==> src/rtl/pcm_tx_pkg.sv <==
package pcm_tx_pkg;
  typedef enum logic [1:0] {EDGE_RISE, EDGE_FALL, EDGE_ANY} edge_sel_e;
  typedef enum logic [1:0] {SH_IDLE, SH_LEAD, SH_SHIFT} shift_st_e;
endpackage

==> src/rtl/pcm_tx_sync.sv <==
module pcm_tx_sync
  import pcm_tx_pkg::*;
#(
  parameter int        STAGES = 2,
  parameter edge_sel_e SEL    = EDGE_ANY
) (
  input  logic clk,
  input  logic rst_n,
  input  logic pin_i,
  output logic evt_o
);
  logic [STAGES-1:0] chain;
  logic              last_q;

  for (genvar g = 0; g < STAGES; g++) begin : g_stage
    if (g == 0) begin : g_first
      always_ff @(posedge clk or negedge rst_n)
        if (!rst_n) chain[0] <= 1'b0;
        else        chain[0] <= pin_i;
    end else begin : g_rest
      always_ff @(posedge clk or negedge rst_n)
        if (!rst_n) chain[g] <= 1'b0;
        else        chain[g] <= chain[g-1];
    end
  end

  always_ff @(posedge clk or negedge rst_n)
    if (!rst_n) last_q <= 1'b0;
    else        last_q <= chain[STAGES-1];

  if (SEL == EDGE_RISE) begin : g_rise
    assign evt_o = chain[STAGES-1] & ~last_q;
  end else if (SEL == EDGE_FALL) begin : g_fall
    assign evt_o = ~chain[STAGES-1] & last_q;
  end else begin : g_any
    assign evt_o = chain[STAGES-1] ^ last_q;
  end
endmodule

==> src/rtl/pcm_tx_fetch.sv <==
module pcm_tx_fetch #(
  parameter int AW = 16,
  parameter int CW = 8,
  parameter int DW = 16
) (
  input  logic          clk,
  input  logic          rst_n,
  input  logic          en_i,
  input  logic          kill_i,
  input  logic          desc_wr_i,
  input  logic [AW-1:0] desc_addr_i,
  input  logic [CW-1:0] desc_cnt_i,
  input  logic          take_i,
  input  logic          rd_ready_i,
  input  logic [DW-1:0] rd_data_i,
  output logic          rd_valid_o,
  output logic [AW-1:0] rd_addr_o,
  output logic [DW-1:0] word_o,
  output logic          word_vld_o,
  output logic          done_o
);
  logic [AW-1:0] cur_addr, nxt_addr;
  logic [CW-1:0] cur_cnt, nxt_cnt;
  logic [DW-1:0] hold;
  logic          hold_vld, pend;
  logic          cur_empty, handover, accept;

  assign cur_empty  = (cur_cnt == '0);
  assign handover   = cur_empty && (nxt_cnt != '0);
  assign rd_valid_o = en_i && !cur_empty && !hold_vld && !pend;
  assign accept     = rd_valid_o && rd_ready_i;
  assign rd_addr_o  = cur_addr;
  assign word_o     = hold;
  assign word_vld_o = hold_vld;
  assign done_o     = cur_empty && (nxt_cnt == '0);

  always_ff @(posedge clk or negedge rst_n) begin
    if (!rst_n) begin
      cur_addr <= '0;
      cur_cnt  <= '0;
      nxt_addr <= '0;
      nxt_cnt  <= '0;
      hold     <= '0;
      hold_vld <= 1'b0;
      pend     <= 1'b0;
    end else if (kill_i) begin
      cur_cnt  <= '0;
      nxt_cnt  <= '0;
      hold_vld <= 1'b0;
      pend     <= 1'b0;
    end else begin
      if (accept) begin
        cur_addr <= cur_addr + AW'(1);
        cur_cnt  <= cur_cnt - CW'(1);
      end else if (handover) begin
        cur_addr <= nxt_addr;
        cur_cnt  <= nxt_cnt;
      end
      if (desc_wr_i) begin
        nxt_addr <= desc_addr_i;
        nxt_cnt  <= desc_cnt_i;
      end else if (handover) begin
        nxt_cnt <= '0;
      end
      pend <= accept;
      if (pend) begin
        hold     <= rd_data_i;
        hold_vld <= 1'b1;
      end else if (take_i) begin
        hold_vld <= 1'b0;
      end
    end
  end

  assert_req_hold_R4: assert property (@(posedge clk) disable iff (!rst_n)
    (rd_valid_o && !rd_ready_i && !kill_i) |=> (rd_valid_o && $stable(rd_addr_o)));

  assert_rsp_capture_R4: assert property (@(posedge clk) disable iff (!rst_n)
    (accept && !kill_i) |=> ##1 (word_vld_o || $past(kill_i)));

  assert_handover_R5: assert property (@(posedge clk) disable iff (!rst_n)
    (handover && !kill_i) |=> (cur_cnt == $past(nxt_cnt)));

  assert_nxt_clear_R5: assert property (@(posedge clk) disable iff (!rst_n)
    (handover && !kill_i && !desc_wr_i) |=> (nxt_cnt == '0));

  assert_empty_quiet_R6: assert property (@(posedge clk) disable iff (!rst_n)
    done_o |-> !rd_valid_o);

  assert_take_full_R3: assert property (@(posedge clk) disable iff (!rst_n)
    take_i |-> hold_vld);

  assert_kill_clear_R7: assert property (@(posedge clk) disable iff (!rst_n)
    kill_i |=> (done_o && !word_vld_o && !pend));
endmodule

==> src/rtl/pcm_tx_shift.sv <==
module pcm_tx_shift
  import pcm_tx_pkg::*;
#(
  parameter int DW = 16
) (
  input  logic          clk,
  input  logic          rst_n,
  input  logic          en_i,
  input  logic          kill_i,
  input  logic          bclk_fall_i,
  input  logic          fs_edge_i,
  input  logic [DW-1:0] word_i,
  input  logic          word_vld_i,
  output logic          take_o,
  output logic          sdata_o
);
  localparam int CNTW = $clog2(DW);

  shift_st_e       st;
  logic            arm;
  logic [CNTW-1:0] cnt;
  logic [DW-2:0]   rest;
  logic            sd;
  logic            live, start_seen;

  assign live       = en_i && !kill_i;
  assign start_seen = arm || fs_edge_i;
  assign take_o     = live && bclk_fall_i && (st == SH_LEAD) && word_vld_i;
  assign sdata_o    = sd;

  always_ff @(posedge clk or negedge rst_n) begin
    if (!rst_n) begin
      st   <= SH_IDLE;
      arm  <= 1'b0;
      cnt  <= '0;
      rest <= '0;
      sd   <= 1'b0;
    end else if (!live) begin
      st   <= SH_IDLE;
      arm  <= 1'b0;
      cnt  <= '0;
      rest <= '0;
      sd   <= 1'b0;
    end else if (bclk_fall_i) begin
      arm <= 1'b0;
      case (st)
        SH_LEAD: begin
          sd   <= word_vld_i & word_i[DW-1];
          rest <= word_vld_i ? word_i[DW-2:0] : '0;
          cnt  <= CNTW'(DW-1);
          st   <= SH_SHIFT;
        end
        SH_SHIFT: begin
          if (cnt != '0) begin
            sd   <= rest[DW-2];
            rest <= {rest[DW-3:0], 1'b0};
            cnt  <= cnt - CNTW'(1);
          end else begin
            sd <= 1'b0;
            st <= SH_IDLE;
          end
        end
        default: sd <= 1'b0;
      endcase
      if (start_seen) st <= SH_LEAD;
    end else if (fs_edge_i) begin
      arm <= 1'b1;
    end
  end

  assert_change_on_fall_R2: assert property (@(posedge clk) disable iff (!rst_n)
    (sdata_o != $past(sdata_o)) |-> ($past(bclk_fall_i) || $past(!live)));

  assert_lead_after_edge_R2: assert property (@(posedge clk) disable iff (!rst_n)
    (live && bclk_fall_i && start_seen) |=> (st == SH_LEAD));

  assert_idle_low_R3: assert property (@(posedge clk) disable iff (!rst_n)
    (st == SH_IDLE) |-> !sdata_o);

  assert_word_end_R1: assert property (@(posedge clk) disable iff (!rst_n)
    (live && bclk_fall_i && (st == SH_SHIFT) && (cnt == '0) && !start_seen)
      |=> ((st == SH_IDLE) && !sdata_o));

  assert_stopped_low_R7: assert property (@(posedge clk) disable iff (!rst_n)
    !en_i |=> !sdata_o);
endmodule

==> src/rtl/pcm_fs_tx.sv <==
module pcm_fs_tx
  import pcm_tx_pkg::*;
#(
  parameter int ADDR_W      = 16,
  parameter int CNT_W       = 8,
  parameter int WORD_W      = 16,
  parameter int SYNC_STAGES = 2
) (
  input  logic              clk,
  input  logic              rst_n,
  input  logic              bclk_i,
  input  logic              fsync_i,
  output logic              sdata_o,
  input  logic              tx_start_i,
  input  logic              tx_stop_i,
  input  logic              irq_en_i,
  input  logic              desc_wr_i,
  input  logic [ADDR_W-1:0] desc_addr_i,
  input  logic [CNT_W-1:0]  desc_cnt_i,
  output logic              done_o,
  output logic              irq_o,
  output logic              rd_valid_o,
  input  logic              rd_ready_i,
  output logic [ADDR_W-1:0] rd_addr_o,
  input  logic [WORD_W-1:0] rd_data_i
);
  logic              en_q;
  logic              bclk_fall, fs_edge;
  logic              take;
  logic [WORD_W-1:0] word;
  logic              word_vld;

  always_ff @(posedge clk or negedge rst_n)
    if (!rst_n)          en_q <= 1'b0;
    else if (tx_stop_i)  en_q <= 1'b0;
    else if (tx_start_i) en_q <= 1'b1;

  pcm_tx_sync #(.STAGES(SYNC_STAGES), .SEL(EDGE_FALL)) u_bclk_sync (
    .clk(clk), .rst_n(rst_n), .pin_i(bclk_i), .evt_o(bclk_fall));

  pcm_tx_sync #(.STAGES(SYNC_STAGES), .SEL(EDGE_ANY)) u_fs_sync (
    .clk(clk), .rst_n(rst_n), .pin_i(fsync_i), .evt_o(fs_edge));

  pcm_tx_fetch #(.AW(ADDR_W), .CW(CNT_W), .DW(WORD_W)) u_fetch (
    .clk(clk), .rst_n(rst_n), .en_i(en_q), .kill_i(tx_stop_i),
    .desc_wr_i(desc_wr_i), .desc_addr_i(desc_addr_i), .desc_cnt_i(desc_cnt_i),
    .take_i(take), .rd_ready_i(rd_ready_i), .rd_data_i(rd_data_i),
    .rd_valid_o(rd_valid_o), .rd_addr_o(rd_addr_o),
    .word_o(word), .word_vld_o(word_vld), .done_o(done_o));

  pcm_tx_shift #(.DW(WORD_W)) u_shift (
    .clk(clk), .rst_n(rst_n), .en_i(en_q), .kill_i(tx_stop_i),
    .bclk_fall_i(bclk_fall), .fs_edge_i(fs_edge),
    .word_i(word), .word_vld_i(word_vld),
    .take_o(take), .sdata_o(sdata_o));

  assign irq_o = done_o & irq_en_i;

  assert_start_gated_R7: assert property (@(posedge clk) disable iff (!rst_n)
    tx_stop_i |=> (!rd_valid_o && !sdata_o));
endmodule

==> config.mk <==
export PLATFORM = sky130hd
export DESIGN_NAME = pcm_fs_tx
export DESIGN_NICKNAME = d
export VERILOG_FILES = /design/src/rtl/pcm_tx_pkg.sv /design/src/rtl/pcm_tx_sync.sv /design/src/rtl/pcm_tx_fetch.sv /design/src/rtl/pcm_tx_shift.sv /design/src/rtl/pcm_fs_tx.sv
export SDC_FILE = /design/constraint.sdc
export NUM_CORES = 1
export LEC_CHECK = 0
export BUFFER_PORTS_ARGS = -buffer_cell sky130_fd_sc_hd__clkbuf_2
export CORE_UTILIZATION = 30
export DETAILED_ROUTE_END_ITERATION = 8
export PLACE_DENSITY = 0.57
export SLEW_MARGIN = 30
export SYNTH_ARGS = -nofsm -noshare
export SYNTH_HDL_FRONTEND = slang
export SYNTH_HIERARCHICAL = 1
export SYNTH_SLANG_ARGS = --single-unit
==> constraint.sdc <==
create_clock -name clk -period 2.4 [get_ports clk]
set_input_delay 0.36 -clock clk [delete_from_list [all_inputs] [get_ports clk]]
set_output_delay 0.36 -clock clk [all_outputs]
set_load 0.01 [all_outputs]
==> reports/metrics.csv <==
metric,value,unit
routed len/inst,16.7,um
Final HPWL DP,7.93,mm
die area,16100,um^2
leakage,2.40,nW
number of synthesized flops with an enable pin,0,
Slew @ Worst Pin,0.695,ns
Setup TNS Final,0,ns
Die Y,127,um
critical path type,flop to output port,
initial DRC count,237,
clk root buf,clkbuf_16,
Routed WL,11.4,mm
Yosys reg bits,96,
P per Cell Area,1050,nW/um^2
CP peak stage delay,0.40,ns
VDD IR-drop max,0.000450,V
first-pass GRT wire length,18.7,mm
FF-to-FF End,u_fetch/rd_addr_o[5]$_DFFE_PN0P_,
Die X,127,um
"Cell Area, Synth",4680,um^2
net count after synthesis,468,
RSZ-0062 raised after global routing,no,
CP cell instances,"inv_2, ha_1, or3b_4, nor2_2, and3_1, and2_1, buf_4",
# diodes,0,
Buffers on Ports,68,
P&R area growth vs syn,19.7,%
clock slew at reported path FFs,0.07,ns
initial core utilization,0.308,
total power,5.90,mW
gpl congestion,0.809,
mean area per synthesized cell,11.3,um^2
worst skew pair latency,0.36,ns
YS warnings,6,
vias in the first global route,3766,
Pins Over Slew Limit,0,
CP endpoint kind,output port,
Worst Setup SP,u_fetch/cur_cnt[0]$_DFFE_PN0P_,
"Setup violations, final",0,
hold crit path type,primary input to asynchronous set/reset pin,
CTS H-Tree Depth,3,
Async SR Flop Fraction,1.00,
slowest CP cell,dfrtp_1,
Critical path buffers and inverters,2,
Vias,3632,
TritonCTS clock tree,built,
Core Rows,45,
outcome,finished clean,
worst setup path endpoint,irq_o,
Routed Antenna Nets,0,
min Tclk post-route,2.25,ns
Vias per Instance,5.33,
Max Cap Violations,0,
Crit Path Max Fanout,3,
Hold Fails Final Rpt,0,
most frequent cell after synthesis,dfrtp_1,
Final nets,544,
worst r2r src,u_fetch/cur_cnt[6]$_DFFE_PN0P_,
Clock Path Buffers,2,
total grt overflow,0,
most instantiated cells after synthesis,"dfrtp_1 (96), mux2_2 (31), nand2_1 (29)",
Unique masters post-synth,71,
post-synthesis sequential area ratio,0.513,
Register-to-Register Path Depth,5,
Worst setup SP type,flop,
top post-synthesis cells by area,"dfrtp_1 (51%), mux2_2 (7.5%), o2bb2ai_1 (3.6%), a22oi_1 (2.7%), nand2_1 (2.3%)",
IO Pins,69,
clock skew,0.0103,ns
Post-Syn Instances,413,
Crit path depth,7,
"delay-heaviest family, CP",simple AND/OR/NAND/NOR gates,
layout cells sized above 1,0.306,
initial antenna violation count,0,
Max Fclk,0.444,GHz
DRC violations left,0,
Relative slew margins,0.532,
total CTS buffers,9,
Yosys top cell area share,0.513,
pin count of the biggest net entering global routing,51,
fin crit share,0.939,
Total GRT Usage,0.148,
worst reg2reg setup slack,0.23,ns
Clock Sinks,96,
CP required,2.04,ns
Pre-antenna DRT Iters,4,
predominant post-synthesis flop cell,dfrtp_1,
Yosys top cell by area,dfrtp_1,
Core Region,15200,um^2
Critical Path AT,1.89,ns
kinds of logic (layout without fill, tap and decap cells):
| logic type | count (synthesis) | in the layout | share of synthesized area |
|---|---|---|---|
| adders and majority gates | 6 | 6 | 0.0160 |
| AOI/OAI and AO/OA | 116 | 116 | 0.196 |
| and+or+nand+nor | 121 | 121 | 0.153 |
| xor gates and xnor gates | 2 | 2 | 0.00374 |
| muxes | 34 | 34 | 0.0813 |
| buffers and inverters | 38 | 119 | 0.0366 |
| DFF | 96 | 96 | 0.513 |
power by group:
part / internal, mW / switching, mW
clock: 0.761 / 0.625
combinational: 0.973 / 1.16
sequential: 1.99 / 0.389
repair_timing:
action                                  4_1_cts  5_1_grt
endpoints found under the setup margin        3        1
gates resized for setup                       1        4
buffers inserted                              1        1
hold buffers                                  0        0
pin swaps                                     0        1
flip-flops by register name, summed over array words and instances, names as in the netlist, 4 cells and up:
| name | flops |
|---|---|
| u_fetch/nxt_addr | 16 |
| u_fetch/rd_addr_o | 16 |
| u_fetch/word_o | 16 |
| u_shift/rest | 15 |
| u_fetch/cur_cnt | 8 |
| u_fetch/nxt_cnt | 8 |
| u_shift/cnt | 4 |
metrics by stage:
stage               hold WS, ns  instances   util  area, um^2  setup WS, ns
finish                   0.0123        682  0.368        5600         0.146
global route             0.0669        682  0.368        5600       0.00166
CTS                      0.0343        681  0.368        5590       0.00129
detailed placement        0.337        664  0.348        5300         0.154
global placement          0.335        664  0.348        5300         0.211
floorplan                0.0644        413      -        4680         0.116
placed cells by master (no fill, tap or decap), drive strengths merged, types with 6 or more instances in the layout:
master / count
inv: 14
buf: 23
nor3: 8
clkbuf: 78
a211oi: 7
mux2: 32
and3: 6
a21oi: 20
a22oi: 17
a221oi: 6
nand4: 8
dfrtp: 96
o21ai: 8
ha: 6
nand3: 6
nand3b: 10
nor2b: 7
nand2: 29
o2bb2ai: 19
nor2: 15
per-layer routing:
metal,wire (um),track usage,vias up,part of all wire
li1,-,-,1721,-
met1,4980,0.177,1791,0.44
met2,5530,0.252,103,0.49
met3,657,0.0413,17,0.058
met4,208,0.0609,0,0.018
met5,0,0,-,0
worst min path at each step:
stage / end / startpoint / slack [ns] / cells after the start
2_1_floorplan: en_q$_DFFE_PN0P_ / rst_n / 0.06 / 0
3_5_place_dp: u_bclk_sync/chain[1]$_DFF_PN0_ / u_bclk_sync/chain[0]$_DFF_PN0_ / 0.34 / 0
6_report: u_bclk_sync/chain[1]$_DFF_PN0_ / rst_n / 0.01 / 1
4_1_cts: u_bclk_sync/chain[1]$_DFF_PN0_ / rst_n / 0.03 / 1
5_1_grt: en_q$_DFFE_PN0P_ / rst_n / 0.07 / 1
3_3_place_gp: u_fs_sync/chain[1]$_DFF_PN0_ / u_fs_sync/chain[0]$_DFF_PN0_ / 0.33 / 0
area by class of cell:
| cell class | instances | area (um^2) |
|---|---|---|
| repair buffers | 89 | 515 |
| well taps | 188 | 235 |
| clock inverters | 4 | 27.5 |
| inverters | 14 | 52.6 |
| multi-input cells | 279 | 2110 |
| flip-flops and latches | 96 | 2400 |
| fillers | 1527 | 9600 |
| clock buffers | 12 | 256 |
Power figures use the tool's default switching activity.
